**config.mk**
```make
export PLATFORM = sky130hd
export DESIGN_NAME = dco_fll_cal
export DESIGN_NICKNAME = d
export VERILOG_FILES = /design/src/rtl/cal_pkg.sv /design/src/rtl/cal_window.sv /design/src/rtl/cal_counter.sv /design/src/rtl/cal_judge.sv /design/src/rtl/dco_fll_cal.sv
export SDC_FILE = /design/constraint.sdc
export NUM_CORES = 1
export LEC_CHECK = 0
export ABC_AREA = 1
export BUFFER_PORTS_ARGS = -buffer_cell sky130_fd_sc_hd__buf_2
export CAP_MARGIN = 20
export CORE_UTILIZATION = 68
export DETAILED_ROUTE_END_ITERATION = 10
export GPL_TIMING_DRIVEN = 0
export PLACE_DENSITY = 0.93
export SYNTH_ARGS = -nofsm -noshare
export SYNTH_HDL_FRONTEND = slang
export SYNTH_SLANG_ARGS = --single-unit
```
**constraint.sdc**
```tcl
create_clock -name clk -period 12.2 [get_ports clk]
set_clock_uncertainty 0.05 [all_clocks]
set_input_delay 3.05 -clock clk [delete_from_list [all_inputs] [get_ports clk]]
set_output_delay 3.05 -clock clk [all_outputs]
set_load 0.01 [all_outputs]
```
**src/rtl/cal_pkg.sv**
```systemverilog
// Shared types for the oscillator calibrator.
// Assumes nothing beyond a standard SystemVerilog elaborator.
package cal_pkg;

    // Controller phases: idle, bit search, lower and upper final measurements.
    typedef enum logic [1:0] {
        S_IDLE   = 2'd0,
        S_SEARCH = 2'd1,
        S_FIN_LO = 2'd2,
        S_FIN_HI = 2'd3
    } cal_state_t;

endpackage

```
**src/rtl/cal_window.sv**
```systemverilog
// Window selector: maps a bank bit index to its count shift and window length.
// Bit k uses shift min(CAP_W-1-k, MAX_SHIFT), window BASE_CYC << shift.
// Assumes CAP_W >= 2 and that bit_idx stays below CAP_W.
module cal_window #(
    parameter int CAP_W     = 5,
    parameter int BASE_CYC  = 16,
    parameter int MAX_SHIFT = 2,
    parameter int IDX_W     = 3,
    parameter int SH_W      = 2,
    parameter int TMR_W     = 7
) (
    input  logic [IDX_W-1:0] bit_idx,
    output logic [SH_W-1:0]  shift,
    output logic [TMR_W-1:0] win_len
);

    logic [SH_W-1:0] sh_tab [CAP_W];

    // Per-bit shift table, fixed at elaboration.
    for (genvar k = 0; k < CAP_W; k++) begin : g_tab
        localparam int RAW = CAP_W - 1 - k;
        localparam int SH  = (RAW > MAX_SHIFT) ? MAX_SHIFT : RAW;
        assign sh_tab[k] = SH_W'(SH);
    end

    // Look up the shift and derive the window length.
    always_comb begin
        shift   = sh_tab[bit_idx];
        win_len = TMR_W'(BASE_CYC) << shift;
    end

endmodule

```
**src/rtl/cal_counter.sv**
```systemverilog
// Windowed edge counter. A load pulse clears the count and arms a window of
// win_len samples, taken at the following win_len clock edges. The count
// saturates at all ones. done is high for the one cycle after the last sample.
// Assumes edge_in is synchronous to clk.
module cal_counter #(
    parameter int CNT_W = 12,
    parameter int TMR_W = 7
) (
    input  logic             clk,
    input  logic             rst_n,
    input  logic             load,
    input  logic [TMR_W-1:0] win_len,
    input  logic             edge_in,
    output logic [CNT_W-1:0] cnt,
    output logic             active,
    output logic             done
);

    logic [TMR_W-1:0] tmr_q;
    logic             last_sample;

    // Flag the final sample of the armed window.
    always_comb last_sample = active && (tmr_q == TMR_W'(1));

    // Window timer and activity flag.
    always_ff @(posedge clk) begin
        if (!rst_n) begin
            tmr_q  <= '0;
            active <= 1'b0;
        end else if (load) begin
            tmr_q  <= win_len;
            active <= 1'b1;
        end else if (active) begin
            tmr_q  <= tmr_q - TMR_W'(1);
            active <= !last_sample;
        end
    end

    // Saturating accumulation of oscillator edges.
    always_ff @(posedge clk) begin
        if (!rst_n) begin
            cnt <= '0;
        end else if (load) begin
            cnt <= '0;
        end else if (active && edge_in && (cnt != {CNT_W{1'b1}})) begin
            cnt <= cnt + CNT_W'(1);
        end
    end

    // One-cycle completion strobe, cancelled by a reload.
    always_ff @(posedge clk) begin
        if (!rst_n) begin
            done <= 1'b0;
        end else begin
            done <= !load && last_sample;
        end
    end

endmodule

```
**src/rtl/cal_judge.sv**
```systemverilog
// Count judge: scales the target to the window and compares it with the count.
// It reports whether the count overshoots and the absolute residual.
// Assumes EXT_W exceeds both CNT_W and TGT_W + the largest shift.
module cal_judge #(
    parameter int CNT_W = 12,
    parameter int TGT_W = 8,
    parameter int SH_W  = 2,
    parameter int EXT_W = 13
) (
    input  logic [TGT_W-1:0] tgt,
    input  logic [SH_W-1:0]  shift,
    input  logic [CNT_W-1:0] cnt,
    output logic             over,
    output logic [EXT_W-1:0] err
);

    logic [EXT_W-1:0] tgt_scaled;
    logic [EXT_W-1:0] cnt_ext;

    // Widen, scale and compare; the residual is always non-negative.
    always_comb begin
        tgt_scaled = EXT_W'(tgt) << shift;
        cnt_ext    = EXT_W'(cnt);
        over       = cnt_ext > tgt_scaled;
        err        = over ? (cnt_ext - tgt_scaled) : (tgt_scaled - cnt_ext);
    end

endmodule

```
**src/rtl/dco_fll_cal.sv**
```systemverilog
// Binary-search oscillator calibrator (top). A start pulse runs a successive
// approximation over the capacitor-bank word, MSB first. Each trial word is
// judged by a windowed edge count whose window grows for finer bits. A final
// neighbour comparison then picks the closer of w and w+1, and lock pulses
// once. Assumes dco_edge is already synchronized to clk and that the
// oscillator frequency rises with the word.
module dco_fll_cal #(
    parameter int CAP_W     = 5,
    parameter int BASE_CYC  = 16,
    parameter int MAX_SHIFT = 2,
    parameter int TGT_W     = 8,
    parameter int CNT_W     = 12
) (
    input  logic             clk,
    input  logic             rst_n,
    input  logic             start,
    input  logic             dco_edge,
    input  logic [TGT_W-1:0] target_cnt,
    output logic [CAP_W-1:0] cap_word,
    output logic             lock,
    output logic             busy
);
    import cal_pkg::*;

    localparam int IDX_W = (CAP_W > 1) ? $clog2(CAP_W) : 1;
    localparam int SH_W  = $clog2(MAX_SHIFT + 2);
    localparam int TMR_W = $clog2((BASE_CYC << MAX_SHIFT) + 1);
    localparam int EXT_W = ((CNT_W > TGT_W + MAX_SHIFT) ? CNT_W : (TGT_W + MAX_SHIFT)) + 1;
    localparam logic [CAP_W-1:0] ONE = CAP_W'(1);
    localparam logic [CAP_W-1:0] MSB_TRIAL = ONE << (CAP_W - 1);

    cal_state_t       state_q, state_n;
    logic [IDX_W-1:0] idx_q, idx_n;
    logic [TGT_W-1:0] tgt_q, tgt_n;
    logic [CAP_W-1:0] cap_q, cap_n;
    logic [SH_W-1:0]  sh_q, sh_n;
    logic [EXT_W-1:0] err_lo_q, err_lo_n;
    logic             lock_q, lock_n;

    logic             cnt_load;
    logic [IDX_W-1:0] win_idx;
    logic [SH_W-1:0]  win_shift;
    logic [TMR_W-1:0] win_len;
    logic [CNT_W-1:0] cnt_val;
    logic             cnt_active;
    logic             cnt_done;
    logic             over;
    logic [EXT_W-1:0] err;
    logic [CAP_W-1:0] kept;

    cal_window #(
        .CAP_W(CAP_W), .BASE_CYC(BASE_CYC), .MAX_SHIFT(MAX_SHIFT),
        .IDX_W(IDX_W), .SH_W(SH_W), .TMR_W(TMR_W)
    ) u_win (
        .bit_idx(win_idx),
        .shift  (win_shift),
        .win_len(win_len)
    );

    cal_counter #(.CNT_W(CNT_W), .TMR_W(TMR_W)) u_cnt (
        .clk    (clk),
        .rst_n  (rst_n),
        .load   (cnt_load),
        .win_len(win_len),
        .edge_in(dco_edge),
        .cnt    (cnt_val),
        .active (cnt_active),
        .done   (cnt_done)
    );

    cal_judge #(.CNT_W(CNT_W), .TGT_W(TGT_W), .SH_W(SH_W), .EXT_W(EXT_W)) u_judge (
        .tgt  (tgt_q),
        .shift(sh_q),
        .cnt  (cnt_val),
        .over (over),
        .err  (err)
    );

    // Trial word with the bit under test cleared when its count overshoots.
    always_comb kept = over ? (cap_q & ~(ONE << idx_q)) : cap_q;

    // Next-state logic; a start takes priority over any pending decision.
    always_comb begin
        state_n  = state_q;
        idx_n    = idx_q;
        tgt_n    = tgt_q;
        cap_n    = cap_q;
        sh_n     = sh_q;
        err_lo_n = err_lo_q;
        lock_n   = 1'b0;
        cnt_load = 1'b0;
        win_idx  = '0;
        if (start) begin
            state_n  = S_SEARCH;
            idx_n    = IDX_W'(CAP_W - 1);
            tgt_n    = target_cnt;
            cap_n    = MSB_TRIAL;
            win_idx  = IDX_W'(CAP_W - 1);
            sh_n     = win_shift;
            cnt_load = 1'b1;
        end else if (cnt_done) begin
            unique case (state_q)
                S_SEARCH: begin
                    if (idx_q != '0) begin
                        win_idx  = idx_q - IDX_W'(1);
                        idx_n    = win_idx;
                        cap_n    = kept | (ONE << win_idx);
                        sh_n     = win_shift;
                        cnt_load = 1'b1;
                    end else if (&kept) begin
                        cap_n   = kept;
                        state_n = S_IDLE;
                        lock_n  = 1'b1;
                    end else begin
                        cap_n    = kept;
                        state_n  = S_FIN_LO;
                        sh_n     = win_shift;
                        cnt_load = 1'b1;
                    end
                end
                S_FIN_LO: begin
                    err_lo_n = err;
                    cap_n    = cap_q + ONE;
                    state_n  = S_FIN_HI;
                    sh_n     = win_shift;
                    cnt_load = 1'b1;
                end
                S_FIN_HI: begin
                    cap_n   = (err < err_lo_q) ? cap_q : (cap_q - ONE);
                    state_n = S_IDLE;
                    lock_n  = 1'b1;
                end
                default: state_n = S_IDLE;
            endcase
        end
    end

    // Controller state registers.
    always_ff @(posedge clk) begin
        if (!rst_n) begin
            state_q  <= S_IDLE;
            idx_q    <= '0;
            tgt_q    <= '0;
            cap_q    <= '0;
            sh_q     <= '0;
            err_lo_q <= '0;
            lock_q   <= 1'b0;
        end else begin
            state_q  <= state_n;
            idx_q    <= idx_n;
            tgt_q    <= tgt_n;
            cap_q    <= cap_n;
            sh_q     <= sh_n;
            err_lo_q <= err_lo_n;
            lock_q   <= lock_n;
        end
    end

    // Output mapping.
    always_comb begin
        cap_word = cap_q;
        lock     = lock_q;
        busy     = (state_q != S_IDLE);
    end

endmodule

```
==> impl_metrics.py <==
metrics = {
    "sta": {
        "post-route-min-period_ps": 5080,
        "setup_viol": 0,
        "hold_viol": 0,
        "tns_ps": 0,
        "worst_hold_slack_ps": 446,
        "rsz0062_at_grt": "false",
        "slew_headroom_pct": 60.0,
        "slew_viol_final": 0,
        "worst_pin_slew_ps": 595,
        "timing.final.crit_share_pct": 41.6,
        "max_freq_mhz": 197,
    },
    "logic_synthesis": {
        "synth_top_cell_area_share_pct": 24.7,
        "synth_fa_ha_area_share_pct": 15.4,
        "synth-simple-area-share_pct": 23.4,
        "ys_top_cells_by_area": "dfxtp_1 25%, ha_1 14%, inv_1 10%",
        "synth_cell_types": 48,
        "ys_async_sr_fraction_pct": 0,
        "synth_largest_area_cell": "dfxtp_1",
        "synth_compound_gate_area_share_pct": 18.8,
        "syn_avg_cell_area_um2": 6.85,
        "synth-edff-count": 0,
        "syn_inst": 652,
        "synth_xor_area_share_pct": 3.92,
        "synth_seq_cells": 55,
        "synthFlopType": "dfxtp_1",
        "syn_area_um2": 4460,
        "synthMuxAreaShare_pct": 1.35,
        "yosys_warnings": 0,
        "synth_nets": 717,
        "synth_top_family_by_area": "simple AND/OR/NAND/NOR gates",
        "yosysSeqAreaShare_pct": 24.7,
    },
    "grt": {
        "grt_overflow_total": 0,
        "grt_pass1_vias": 4082,
        "grt_max_degree": 18,
        "grt_util_all_layers_pct": 30.9,
        "antenna_found_initial": 0,
        "grt_pass1_wl_um": 17700,
    },
    "floorplanning": {
        "ioPinCount": 19,
        "row_count": 29,
        "die-area_um2": 6890,
        "die_w_um": 83.0,
        "initial_core_util_pct": 70.3,
        "fp.coreArea_um2": 6350,
        "die_h_um": 83.0,
    },
    "cts": {
        "path_clk_slew_ps": 120,
        "cts_hold_buf": 0,
        "cts_setup_buffers": 0,
        "cts_tree": "built",
        "cts_resized": 0,
        "cts.sinks": 55,
        "htree_levels": 2,
        "cts_root_buffer": "clkbuf_8",
        "clkLatencyLatePin_ps": 330,
        "cts_made_buffers": 5,
        "cts_buffer_depth": 2,
    },
    "routing": {
        "wl_um": 10400,
        "num_vias": 4274,
        "drc_errors": 0,
        "via_per_inst": 5.66,
        "drtPass1Iterations": 7,
        "drtAntennaViolNets": 0,
        "wl_per_cell_um": 13.8,
        "drt_iter0_markers": 344,
    },
    "worst_setup_path": {
        "slowest_delay_ps": 450,
        "crit-reg2reg-capture": "cap_word[0]",
        "cp.required_ps": 12380,
        "crit_fanout": 10,
        "r2r-start": "sh_q[0]",
        "arrival_ps": 5260,
        "r2r_slack_ps": 7120,
        "crit_family": "compound AO/OA/AOI/OAI gates",
        "worst-setup-path-type": "reg -> reg",
        "slowest_stage": "dfxtp_1",
        "rr_worst_depth": 27,
        "setup.worst_path.start_class": "flip-flop",
        "crit_path_end_kind": "flip-flop",
        "worst-path-buf-inv": 6,
    },
    "finish": {
        "syn2layout_area_growth_pct": 6.20,
        "final-instance-count-excl-fill": 755,
        "final_util_pct": 74.6,
        "drive_above_1_share_pct": 8.55,
        "diodes": 0,
        "layout.nets": 742,
    },
    "power": {
        "power_density_nw_per_um2": 89.0,
        "vdd_drop_max_mv": 0.0840,
        "p_leak_nw": 2.30,
    },
    "min_path": {
        "hold_depth": 2,
        "holdPathEnd": "tgt_q[5]",
        "hold_path.startpoint": "tgt_q[5]",
        "min_path_type": "reg -> reg",
    },
    "placed_design": {
        "io_buffer_count": 18,
        "dp.cells": 747,
        "gp_congestion": 1.02,
        "place_hpwl_um": 8270,
    },
    "outcome": {
        "status": "completed",
    },
    "run": {
        "max_cap_violations": 0,
    },
}
-- worst max path at each step --
stage	from	endpoint	slack [ps]	cells after the start
floorplan	dco_edge	u_cnt.cnt[11]	7990	10
global placement	sh_q[0]	cap_word[0]	7340	28
detailed placement	sh_q[0]	cap_word[0]	7260	27
CTS	sh_q[0]	cap_word[0]	7200	28
global route	sh_q[0]	cap_word[1]	6640	28
finish	sh_q[0]	cap_word[0]	7120	27
-- metrics by stage --
stage | setup slack, ps | total power, mW | area, um2
6_report | 7120 | 0.422 | 4740
5_1_grt | 6640 | 0.448 | 4740
4_1_cts | 7200 | 0.422 | 4740
3_5_place_dp | 7260 | 0.316 | 4650
3_3_place_gp | 7340 | 0.311 | 4650
2_1_floorplan | 7990 | 0.286 | 4460
-- logic make-up (layout without fill, tap and decap cells) --
group | Yosys count | in the layout
AND/OR/NAND/NOR | 229 | 229
AO/OA/AOI/OAI | 147 | 147
buffers and inverters | 142 | 168
flip-flops | 55 | 55
adder cells (fa/ha/maj) | 53 | 53
XOR/XNOR | 20 | 20
multiplexers | 6 | 6
-- synth_stat cells, types with 2 or more instances --
cell type and count:
inv_1 122, nand2_1 112, a21oi_1 60, dfxtp_1 55, ha_1 50, o21ai_0 50
nor2_1 48, nand3_1 24, xor2_1 16, nand4_1 11, clkbuf_1 10, mux2i_1 6
nor2_2 6, inv_2 5, o211ai_1 5, a21oi_2 4, nor3_1 4, nor3b_1 4
nor4_1 4, o311ai_0 4, xnor2_1 4, a211oi_1 3, fa_1 3, nand2_2 3
o2111ai_1 3, o31ai_1 3, a22oi_1 2, a31oi_1 2, buf_2 2, nand2_4 2
nand3_2 2, nand3b_1 2, nor3_4 2, o21ai_1 2, o21ai_2 2, o21bai_1 2
or2_2 2
-- sequential cells by signal (all words and copies together) (netlist names) --
| register | count |
|---|---|
| sh_q | 2 |
| u_cnt.done | 1 |
| state_q | 2 |
| lock | 1 |
| tgt_q | 8 |
| err_lo_q | 13 |
| cap_word | 5 |
| idx_q | 3 |
| u_cnt.active | 1 |
| u_cnt.tmr_q | 7 |
| u_cnt.cnt | 12 |
-- cell usage in the layout (no fill, tap or decap), types with 3 or more instances in the layout --
cell | Yosys | routed
a211oi_1 | 3 | 3
o21ai_0 | 50 | 50
dfxtp_1 | 55 | 55
nor2_2 | 6 | 6
nor3b_1 | 4 | 4
nand4_1 | 11 | 11
nor3_1 | 4 | 4
fa_1 | 3 | 3
nand3_1 | 24 | 24
mux2i_1 | 6 | 6
nand2_1 | 112 | 112
o31ai_1 | 3 | 3
o311ai_0 | 4 | 4
o211ai_1 | 5 | 5
buf_2 | 2 | 20
o2111ai_1 | 3 | 3
inv_2 | 5 | 5
nor4_1 | 4 | 4
a21oi_1 | 60 | 60
nor2_1 | 48 | 48
ha_1 | 50 | 50
a21oi_2 | 4 | 4
xnor2_1 | 4 | 4
inv_1 | 122 | 122
clkbuf_1 | 10 | 11
nand2_2 | 3 | 3
xor2_1 | 16 | 16
clkbuf_8 | 0 | 5
-- worst register-to-register path: stages, from the launching register on --
cell and delay (ps):
dfxtp_1 450, clkbuf_1 370, o21ai_0 190, o21ai_0 350, inv_1 90, ha_1 380, nand2_1 130, inv_1 70
nand2_1 60, nand3_1 140, nand2_1 120, nand2_2 100, nand2_2 140, buf_6 160, mux2i_1 270, o21ai_1 110
xor2_1 220, inv_1 70, ha_1 290, nand2_1 70, o21ai_0 170, a21oi_1 80, o21ai_0 150, nand2_1 90
nor2_1 280, inv_1 140, o21ai_0 180, a21oi_1 60
-- power breakdown --
group | total [mW] | switching [mW] | internal, mW
clock | 0.107 | 0.0656 | 0.0415
combinational | 0.127 | 0.0809 | 0.0464
sequential | 0.187 | 0.00330 | 0.184
-- area by class of cell --
type | instances | area (um2)
flip-flops and latches | 55 | 1100
inverters | 127 | 477
multi-input cells | 455 | 2810
well taps | 77 | 96.3
clock inverters | 2 | 17.5
fillers | 512 | 1610
repair buffers | 18 | 90.1
plain buffers | 15 | 77.6
clock buffers | 6 | 72.6
-- layer usage --
layer | share of wire, % | routed length, um | GRT usage, %
met5 | 0 | 0 | 0
met4 | 2.1 | 222 | 10.3
met3 | 5.3 | 553 | 5.27
met2 | 46 | 4840 | 52.2
met1 | 46 | 4820 | 39.9
(Power assumes the default switching activity.)
